## src/rtl/microseq_ctrl.sv

```systemverilog
module microseq_ctrl #(
  parameter int UA_W   = 6,
  parameter int OPC_W  = 4,
  parameter int CTRL_W = 16
) (
  input  logic              clk,
  input  logic              rst_n,
  input  logic              ir_load,
  input  logic [OPC_W-1:0]  opcode,
  input  logic              mfc,
  input  logic              n_flag,
  input  logic              ext_cond,
  output logic [CTRL_W-1:0] ctrl,
  output logic [UA_W-1:0]   upc,
  output logic              uerr
);
  localparam int B_PCOUT = 0, B_MARIN = 1, B_READ = 2, B_SEL = 3;
  localparam int B_ADD = 4, B_ZIN = 5, B_ZOUT = 6, B_PCIN = 7;
  localparam int B_YIN = 8, B_MDROUT = 9, B_IRIN = 10, B_R1OUT = 11;
  localparam int B_R1IN = 12, B_R3OUT = 13, B_OFFOUT = 14;
  localparam logic [1:0] C_ALW = 2'd0, C_NEG = 2'd1, C_EXT = 2'd2, C_MFC = 2'd3;
  localparam int A_ADD = 3, A_BR = 20, A_BN = 25, A_SPIN = 30;
  localparam int A_BAD = (1 << UA_W) - 1;

  logic [UA_W-1:0]   upc_q, nxt, start_a, cw_tgt;
  logic [CTRL_W-1:0] cw_ctrl;
  logic [1:0]        cw_sel;
  logic              cw_br, cw_inv, cw_end, cw_wait, cw_ok;
  logic              cond_v, br_take, hold;

  always_comb begin
    cw_ctrl = '0;
    cw_br   = 1'b0;
    cw_inv  = 1'b0;
    cw_sel  = C_ALW;
    cw_tgt  = '0;
    cw_end  = 1'b0;
    cw_wait = 1'b0;
    cw_ok   = 1'b1;
    case (upc_q)
      UA_W'(0): begin
        cw_ctrl[B_PCOUT] = 1'b1; cw_ctrl[B_MARIN] = 1'b1; cw_ctrl[B_READ] = 1'b1;
        cw_ctrl[B_SEL]   = 1'b1; cw_ctrl[B_ADD]   = 1'b1; cw_ctrl[B_ZIN]  = 1'b1;
      end
      UA_W'(1): begin
        cw_ctrl[B_ZOUT] = 1'b1; cw_ctrl[B_PCIN] = 1'b1; cw_ctrl[B_YIN] = 1'b1;
        cw_wait = 1'b1;
      end
      UA_W'(2): begin
        cw_ctrl[B_MDROUT] = 1'b1; cw_ctrl[B_IRIN] = 1'b1;
        cw_br = 1'b1; cw_sel = C_ALW; cw_tgt = UA_W'(2);
      end
      UA_W'(3): begin
        cw_ctrl[B_R3OUT] = 1'b1; cw_ctrl[B_MARIN] = 1'b1; cw_ctrl[B_READ] = 1'b1;
      end
      UA_W'(4): begin
        cw_ctrl[B_R1OUT] = 1'b1; cw_ctrl[B_YIN] = 1'b1;
        cw_wait = 1'b1;
      end
      UA_W'(5): begin
        cw_ctrl[B_MDROUT] = 1'b1; cw_ctrl[B_ADD] = 1'b1; cw_ctrl[B_ZIN] = 1'b1;
      end
      UA_W'(6): begin
        cw_ctrl[B_ZOUT] = 1'b1; cw_ctrl[B_R1IN] = 1'b1;
        cw_end = 1'b1;
      end
      UA_W'(20), UA_W'(26): begin
        cw_ctrl[B_OFFOUT] = 1'b1; cw_ctrl[B_ADD] = 1'b1; cw_ctrl[B_ZIN] = 1'b1;
      end
      UA_W'(21), UA_W'(27): begin
        cw_ctrl[B_ZOUT] = 1'b1; cw_ctrl[B_PCIN] = 1'b1;
        cw_end = 1'b1;
      end
      UA_W'(25): begin
        cw_br = 1'b1; cw_sel = C_NEG; cw_inv = 1'b1; cw_tgt = '0;
      end
      UA_W'(30): begin
        cw_br = 1'b1; cw_sel = C_EXT; cw_inv = 1'b1; cw_tgt = UA_W'(A_SPIN);
      end
      UA_W'(31): cw_end = 1'b1;
      default:   cw_ok = 1'b0;
    endcase
  end

  always_comb begin
    case (opcode)
      OPC_W'(0): start_a = UA_W'(A_ADD);
      OPC_W'(1): start_a = UA_W'(A_BR);
      OPC_W'(2): start_a = UA_W'(A_BN);
      OPC_W'(3): start_a = UA_W'(A_SPIN);
      default:   start_a = UA_W'(A_BAD);
    endcase
  end

  always_comb begin
    case (cw_sel)
      C_ALW:   cond_v = 1'b1;
      C_NEG:   cond_v = n_flag;
      C_EXT:   cond_v = ext_cond;
      default: cond_v = mfc;
    endcase
  end

  assign br_take = cw_br & (cond_v ^ cw_inv);
  assign hold    = cw_wait & ~mfc;

  always_comb begin
    if (cw_end)       nxt = '0;
    else if (ir_load) nxt = start_a;
    else if (br_take) nxt = cw_tgt;
    else if (hold)    nxt = upc_q;
    else              nxt = upc_q + UA_W'(1);
  end

  always_ff @(posedge clk) begin
    if (!rst_n) upc_q <= '0;
    else        upc_q <= nxt;
  end

  assign ctrl = cw_ctrl;
  assign upc  = upc_q;
  assign uerr = ~cw_ok;
endmodule


```

## config.mk

```make
export PLATFORM = sky130hd
export DESIGN_NAME = microseq_ctrl
export DESIGN_NICKNAME = d
export VERILOG_FILES = /design/src/rtl/microseq_ctrl.sv
export SDC_FILE = /design/constraint.sdc
export NUM_CORES = 1
export LEC_CHECK = 0
export ABC_AREA = 1
export ABC_CLOCK_PERIOD_IN_PS = 1900
export CORE_ASPECT_RATIO = 1.75
export CORE_MARGIN = 3
export CORE_UTILIZATION = 30
export CTS_BUF_LIST = sky130_fd_sc_hd__clkbuf_4
export CTS_CLUSTER_SIZE = 16
export DETAILED_ROUTE_END_ITERATION = 8
export SYNTH_ARGS = -nofsm -noshare
export SYNTH_HDL_FRONTEND = slang
export SYNTH_SLANG_ARGS = --single-unit
```

## constraint.sdc

```tcl
create_clock -name clk -period 1.9 [get_ports clk]
set_clock_uncertainty 0.05 [all_clocks]
set_input_delay 0.285 -clock clk [delete_from_list [all_inputs] [get_ports clk]]
set_output_delay 0.285 -clock clk [all_outputs]
set_load 0.02 [all_outputs]
```

## After elaboration in Yosys (flattened, before gate mapping)

Cells that the tools add are included.

- Input bits: 10
- Register bits after elaboration: 6
- Output and inout bits: 23

- Bitwise operators: 6
- Reduce and logical (&&, ||, !) cells: 15
- Mux-type cells: 23
- $add $sub $neg: 1
- Equality and inequality tests: 19

Operator list:

| kind | number |
|---|---|
| equality test 6 x 5 -> 1 bit (second input constant) | 7 |
| one-hot mux 6 bit (4 select lines) | 1 |
| equality test 6 x 3 -> 1 bit (second input constant) | 3 |
| two-way mux 6 bit | 3 |
| two-way mux 1 bit | 14 |
| OR reduction 14 bit | 1 |
| equality test 6 x 2 -> 1 bit (second input constant) | 2 |
| OR reduction 2 bit | 6 |
| OR reduction 4 bit | 3 |
| one-hot mux 5 bit (2 select lines) | 1 |
| equality test 4 x 2 -> 1 bit (second input constant) | 2 |
| adder 6 x 1 -> 6 bit (second input constant) | 1 |
| equality test 6 x 1 -> 1 bit (second input constant) | 1 |
| logical NOT 6 bit | 1 |
| OR reduction 3 bit | 2 |
| equality test 4 x 1 -> 1 bit (second input constant) | 1 |
| logical NOT 4 bit | 1 |
| two-way mux 2 bit | 2 |
| one-hot mux 2 bit (2 select lines) | 1 |
| != test 3 bit (second input constant) | 1 |
| NOT 1 bit | 3 |
| one-hot mux 1 bit (3 select lines) | 1 |
| AND 1 bit | 2 |
| equality test 2 x 1 -> 1 bit (second input constant) | 1 |
| other kinds (3) | 3 |

## Depth between registers and ports, before layout

Gate-level depths: netlist of run 1.

- Word-level depth: 8
- Mapped depth: 11

## Least setup slack after synthesis of run 1

OpenSTA, ideal clock, no wires.

- Path type: register -> output
- From: register upc_q[0], in the netlist upc[0]
- To: output port uerr
- Cell stages (with the launch flop): 8
- Slack: -355 ps
- Path buffers: 0
- Arrival time: 1,920 ps
- Data required time: 1,565 ps
- Path through: dfxtp_1 > inv_1 > ha_1 > nand2_1 > nor2_1 > nor2_2 > nand2_1 > nor4_2

- Word-level cells in the longest chain between the ends: 4
- Elaborated cells on any way between the ends: 17
- Those cells by class: 13 x eq/ne; 1 x mux; 1 x bitwise; 2 x reduce/logical

RTL lines:

| what | RTL line | text |
|---|---|---|
| start: declaration | 25 | `logic [UA_W-1:0] upc_q, nxt, start_a, cw_tgt;` |
| start signal: assignment | 117 | `else upc_q <= nxt;` |
| equality test 6 x 5 -> 1 bit (tied with other cells) | 40 | `case (upc_q)` |
| OR reduction 14 bit (no source line) * | n/a |  |
| two-way mux 1 bit * | 40 |  |
| NOT 1 bit * | 122 | `assign uerr = ~cw_ok;` |
| end: declaration | 15 | `output logic uerr` |

Every way passes the cells marked *; elsewhere a longest branch is shown, timed or not.

## Worst setup path after layout of run 1

- From: register upc_q[1], in the netlist upc[1]
- To: output port uerr

Same word-level chain as after synthesis.

==> results.json, run 1 <==
{
  "synth_seq_area_share_pct": 13.15,
  "cts.sinks": 6,
  "p_sw_mw": 0.4119,
  "wl_per_cell_um": 12.59,
  "drt-initial-drc-count": 5,
  "cap_violations": 0,
  "overflow": 0,
  "ctsHoldBuffers": 0,
  "synth_top_area_cell": "dfxtp_1",
  "drcViolationCount": 0,
  "slew_violations": 0,
  "timing_hold_violations_final": 0,
  "hold_depth": 4,
  "cp-startpoint": "upc[1]",
  "area_growth_pct": 90.82,
  "cellPowerDensity_nw_per_um2": 568.8,
  "fin_util_pct": 61.91,
  "worstPathArrival_ps": 1660,
  "setup_viol": 3,
  "syn_nets": 152,
  "synthDistinctLibCells": 26,
  "status": "finished with violations",
  "cts_buffers": 3,
  "dpl.hpwl_um": 2456,
  "netlist_instances": 138,
  "min_from": "upc[1]",
  "r2r-start": "upc[2]",
  "violations": "negative setup slack",
  "clk_latency_ps": 250,
  "r2r_setup_slack_ps": 130,
  "design.core.area_um2": 2815,
  "worstPathMaxFanout": 3,
  "cp-start-kind": "register",
  "r2r_cells": 12,
  "power_mw": 0.9913,
  "grt_max_degree": 9,
  "die_x_um": 47.71,
  "combinationalPowerShare_pct": 68.6,
  "htreeDepth": 1,
  "place.gp.congestion": 0.9693,
  "syn_area_um2": 913.4,
  "endpoint_kind": "output port",
  "grtUsageTotal_pct": 16.49,
  "clockRootBuffer": "clkbuf_4",
  "power_frac_clock_pct": 14.7,
  "viasPerCell": 4.660,
  "grt_pass1_vias": 1127,
  "die_area_um2": 3769,
  "nets": 229,
  "largest_reg_flops": 6,
  "vias": 1123,
  "drive_above_1_share_pct": 59.35,
  "syn_avg_cell_area_um2": 6.619,
  "fin_setup_tns_ps": -245.3,
  "hp-class": "register to register",
  "antennaDiodeCount": 0,
  "vdd_ir_drop_max_uv": 434.5,
  "portBuffers": 31,
  "final_antenna_net_count": 0,
  "synth.area.top_cells": "dfxtp_1 (13%), nand2_1 (11%), inv_1 (7.8%)",
  "clk_pin_slew_ps": 50,
  "min_period_ps": 1996,
  "postLayoutSetupSlackWorst_ps": -96.31,
  "postPlaceCellArea_um2": 1519,
  "rsz0062_at_grt": "true",
  "nFillCells": 241,
  "power_switching_share_pct": 41.55,
  "reg2reg_to": "upc[1]",
  "die_h_um": 79.00,
  "fin_crit_sh_pct": 105.1,
  "whs_ps": 642.6,
  "design_area_um2": 1743,
  "min_to": "upc[1]",
  "rows": 25,
  "path_class": "register to output port",
  "first_pass_iters": 4,
  "cts_tree": "built",
  "fmax_mhz": 500.9,
  "power_leakage_nw": 0.8845,
  "ios": 33,
  "grt_pass1_wl_um": 4567,
  "p_seq_share_pct": 16.7,
  "antenna_found_initial": 0,
  "synth_top_area_share_pct": 13.15,
  "synth_seq_cells": 6,
  "cts_buffer_depth": 2,
  "start_util_pct": 32.44,
  "synth_warnings": 0,
  "cp.required_ps": 1560,
  "p_int_mw": 0.5794,
  "wl_um": 3035
}
==> per-layer routing <==
metal / up-vias / GRT usage [%] / part of all wire (%)
met5: - / 0 / 0
met3: 8 / 1.587 / 3.4
met4: 0 / 8.356 / 2.7
met1: 506 / 14.19 / 34
met2: 30 / 32.63 / 60
li1: 579 / - / -
==> power groups by stage <==
stage / clock, mW / combinational [mW] / sequential [mW]
6_report: 0.145 / 0.680 / 0.166
5_1_grt: 0.156 / 0.734 / 0.168
4_1_cts: 0.149 / 0.574 / 0.172
3_5_place_dp: 0 / 0.578 / 0.170
3_3_place_gp: 0 / 0.571 / 0.168
2_1_floorplan: 0 / 0.298 / 0.186
==> per-stage QoR <==
step / cells / setup slack (ps)
global placement: 228 / -246.4
global route: 241 / -185.9
detailed placement: 228 / -320.9
CTS: 234 / -77.99
floorplan: 138 / 1.127
finish: 241 / -96.31
==> kinds of logic (layout without fill, tap and decap cells) <==
group,Yosys count,in the layout,share of synthesized area [%]
AND/OR/NAND/NOR,80,80,53.42
flip-flops,6,6,13.15
other,1,1,0.4106
XOR/XNOR,4,4,3.835
AO/OA/AOI/OAI,11,11,8.082
buffers and inverters,32,108,15.62
adder cells (fa/ha/maj),4,4,5.480
==> placed cells by master (no fill, tap or decap), types with 2 or more instances in the layout <==
master | Yosys | routed
nor3_1 | 3 | 2
nand3_4 | 4 | 7
nand3_1 | 11 | 7
o21ai_1 | 3 | 3
nor2_1 | 11 | 9
clkbuf_2 | 0 | 2
clkbuf_4 | 0 | 4
nor2_2 | 7 | 9
nand2_1 | 26 | 22
dfxtp_4 | 0 | 4
nand3_2 | 5 | 6
buf_6 | 0 | 11
a21oi_1 | 3 | 3
nor2_4 | 3 | 3
inv_2 | 7 | 11
dfxtp_2 | 0 | 2
xor2_1 | 4 | 4
ha_4 | 0 | 4
clkdlybuf4s50_1 | 0 | 15
nand2_2 | 4 | 8
dlygate4sd2_1 | 0 | 2
nor3_2 | 2 | 3
inv_1 | 19 | 15
o21ai_0 | 2 | 2
nand4_1 | 2 | 2
buf_4 | 6 | 46
==> how the worst max path moves through the flow <==
stage,endpoint,slack (ps),depth (start not counted)
2_1_floorplan,uerr,1,7
3_3_place_gp,uerr,-250,8
3_5_place_dp,uerr,-320,8
4_1_cts,uerr,-80,7
5_1_grt,uerr,-190,8
6_report,uerr,-100,8
==> Yosys cell counts (all sizes together) <==
library cell	number
a21oi	5
buf	6
conb	1
dfxtp	6
ha	4
inv	26
nand2	31
nand3	20
nand4	2
nor2	21
nor3	5
nor4	1
o21ai	6
xor2	4
==> layout make-up <==
class,instances,area (um^2),area share (%)
tap,27,33.78,1.938
clock buffer,4,30.03,1.723
inverter,26,97.59,5.599
timing repair buffer,78,671.9,38.55
sequential,6,137.6,7.897
multi-input combinational,100,772.0,44.29
==> worst max-delay path: stages, from the launching register on <==
cell and delay (ps):
dfxtp_4 350, buf_12 120, ha_4 160, nand2_2 70, nor2_2 40, nor2_2 140
nand3_4 100, nor4_4 250, buf_4 180
==> what timing repair did <==
item | 4_1_cts | 5_1_grt
endpoints found under the setup margin | 16 | 15
pin swaps | 4 | 7
gates resized for setup | 57 | 50
setup buffers | 2 | 7
Power figures use the tool's default switching activity.
==> inputs of run 2 (changes only) <==
--- a/config.mk
+++ b/config.mk
@@ -7,12 +7,13 @@
 export LEC_CHECK = 0
 export ABC_AREA = 1
 export ABC_CLOCK_PERIOD_IN_PS = 1900
-export CORE_ASPECT_RATIO = 1.75
+export CORE_ASPECT_RATIO = 1.1
 export CORE_MARGIN = 3
 export CORE_UTILIZATION = 30
 export CTS_BUF_LIST = sky130_fd_sc_hd__clkbuf_4
 export CTS_CLUSTER_SIZE = 16
 export DETAILED_ROUTE_END_ITERATION = 8
+export REMOVE_ABC_BUFFERS = 1
 export SYNTH_ARGS = -nofsm -noshare
 export SYNTH_HDL_FRONTEND = slang
 export SYNTH_SLANG_ARGS = --single-unit
==> run 2 against run 1 <==
  * Register-to-register slack better by 70 ps
  * The flow still finishes with violations (negative setup slack)
  * Fmax down 0.88%
  * Critical path type unchanged
  * Hold slack better by 21 ps
  * First-iteration DRC count rose to 5.0 times the previous value
  * Global-route usage down 1.1 points
  * Clock-buffer cell count down 1
  * Flip-flop and latch count unchanged
  * Cell area down 4.9%
  * Utilization down 3.3 points
==> results.json, run 2 (synthesized netlist as in run 1, its figures left out) <==
{
  "min_period_ps": 2014,
  "fin_crit_sh_pct": 106.0,
  "final_cell_mix": "buf_4 (55), nand2_1 (24), inv_1 (16)",
  "wl_um": 2942,
  "largest_reg_flops": 6,
  "wl_met2_um": 1604,
  "cts_buffer_depth": 2,
  "combinationalPowerShare_pct": 68.8,
  "power_switching_share_pct": 42.75,
  "start_util_pct": 32.30,
  "viasPerCell": 4.651,
  "layout.cells.non_filler": 249,
  "layout_commonest_cell": "buf_4",
  "ios": 33,
  "clk_pin_slew_ps": 50,
  "slew_violations": 0,
  "design.core.area_um2": 2828,
  "p_seq_share_pct": 18.2,
  "first_pass_iters": 4,
  "drcViolationCount": 0,
  "drive_above_1_share_pct": 56.94,
  "cts.sinks": 6,
  "ctsHoldBuffers": 0,
  "postLayoutSetupSlackWorst_ps": -114.0,
  "timing_hold_violations_final": 0,
  "rsz0062_at_grt": "true",
  "status": "finished with violations",
  "p_int_mw": 0.5227,
  "path_class": "register to output port",
  "clockRootBuffer": "clkbuf_4",
  "fin_util_pct": 58.63,
  "die_area_um2": 3743,
  "wl_met3_um": 158,
  "overflow": 0,
  "die_h_um": 63.87,
  "worstPathMaxFanout": 4,
  "placed_cells": 235,
  "vias": 1158,
  "dpl.hpwl_um": 2361,
  "final_antenna_net_count": 0,
  "dr.max_layer_used": "met4",
  "hp-class": "primary input to register",
  "vdd_ir_drop_max_uv": 320.0,
  "wl_per_cell_um": 11.82,
  "cp.required_ps": 1560,
  "grt_pass1_wl_um": 4664,
  "setup_viol": 1,
  "wl_met1_um": 1160,
  "grt_max_degree": 9,
  "cts_tree": "built",
  "antennaDiodeCount": 0,
  "grt_pass1_vias": 1151,
  "cp-start-kind": "register",
  "clk_latency_ps": 250,
  "drt-initial-drc-count": 25,
  "die_x_um": 58.61,
  "worstPathArrival_ps": 1680,
  "fmax_mhz": 496.5,
  "rows": 20,
  "p_sw_mw": 0.3904,
  "violations": "negative setup slack",
  "endpoint_kind": "output port",
  "htreeDepth": 1,
  "place.gp.congestion": 0.8819,
  "portBuffers": 31,
  "area_growth_pct": 81.51,
  "power_leakage_nw": 0.8713,
  "cap_violations": 0,
  "cellPowerDensity_nw_per_um2": 550.8,
  "cts_buffers": 3,
  "nets": 232,
  "grtUsageTotal_pct": 15.36,
  "antenna_found_initial": 0,
  "power_frac_clock_pct": 13.1
}
run 2: layout make-up:
type,count,area [um^2]
Fill cell,281,1170
Sequential cell,6,131.4
Clock buffer,3,22.52
Timing Repair Buffer,81,643.1
Tap cell,33,41.29
Multi-Input combinational cell,100,714.4
Inverter,26,105.1
run 2: worst max-delay path, stage by stage (launching register included):
cell and delay (ps):
dfxtp_4 360, buf_6 120, ha_4 160, nand2_2 70
nor2_2 40, nor2_2 120, nand3_2 120, nor4_4 260
buf_4 180
run 2: path summary, 6_finish.rpt:
path | start | end | slack [ps] | cells after the start
max | upc[1] | uerr | -110 | 8
min | rst_n | upc[3] | 660 | 3
max reg2reg | upc[4] | upc[0] | 200 | 9
min reg2reg | upc[2] | upc[2] | 710 | 5
run 2: metal layers:
layer	up-vias	track usage [%]
li1	588	-
met1	538	15.96
met2	27	31.98
met3	5	1.414
met4	0	2.550
met5	-	0
run 2: what timing repair did:
| action | in CTS | in global routing |
|---|---|---|
| endpoints found under the hold margin | 0 | 0 |
| setup endpoints to repair | 16 | 14 |
| resized for setup | 59 | 32 |
| buffers inserted | 4 | 8 |
| pin swaps | 5 | 8 |
run 2: through the flow:
step | power, mW | hold WS (ps) | TNS (ps) | setup WS [ps] | cell area, um^2
detailed placement | 0.7334 | 624.7 | -2184 | -416.9 | 1513
global route | 0.9757 | 678.0 | -430.5 | -182.3 | 1658
global placement | 0.7222 | 615.3 | -1446 | -313.1 | 1513
CTS | 0.8538 | 658.8 | -97.10 | -82.31 | 1580
finish | 0.9131 | 663.2 | -114.0 | -114.0 | 1658
floorplan | 0.4462 | 383.2 | -450.6 | -450.6 | 868.3
run 2: power by group through the flow:
stage	Combinational [mW]	Clock, mW	Sequential, mW
floorplan	0.257	0	0.189
global placement	0.560	0	0.162
detailed placement	0.569	0	0.164
CTS	0.567	0.122	0.165
global route	0.677	0.130	0.168
finish	0.628	0.119	0.166
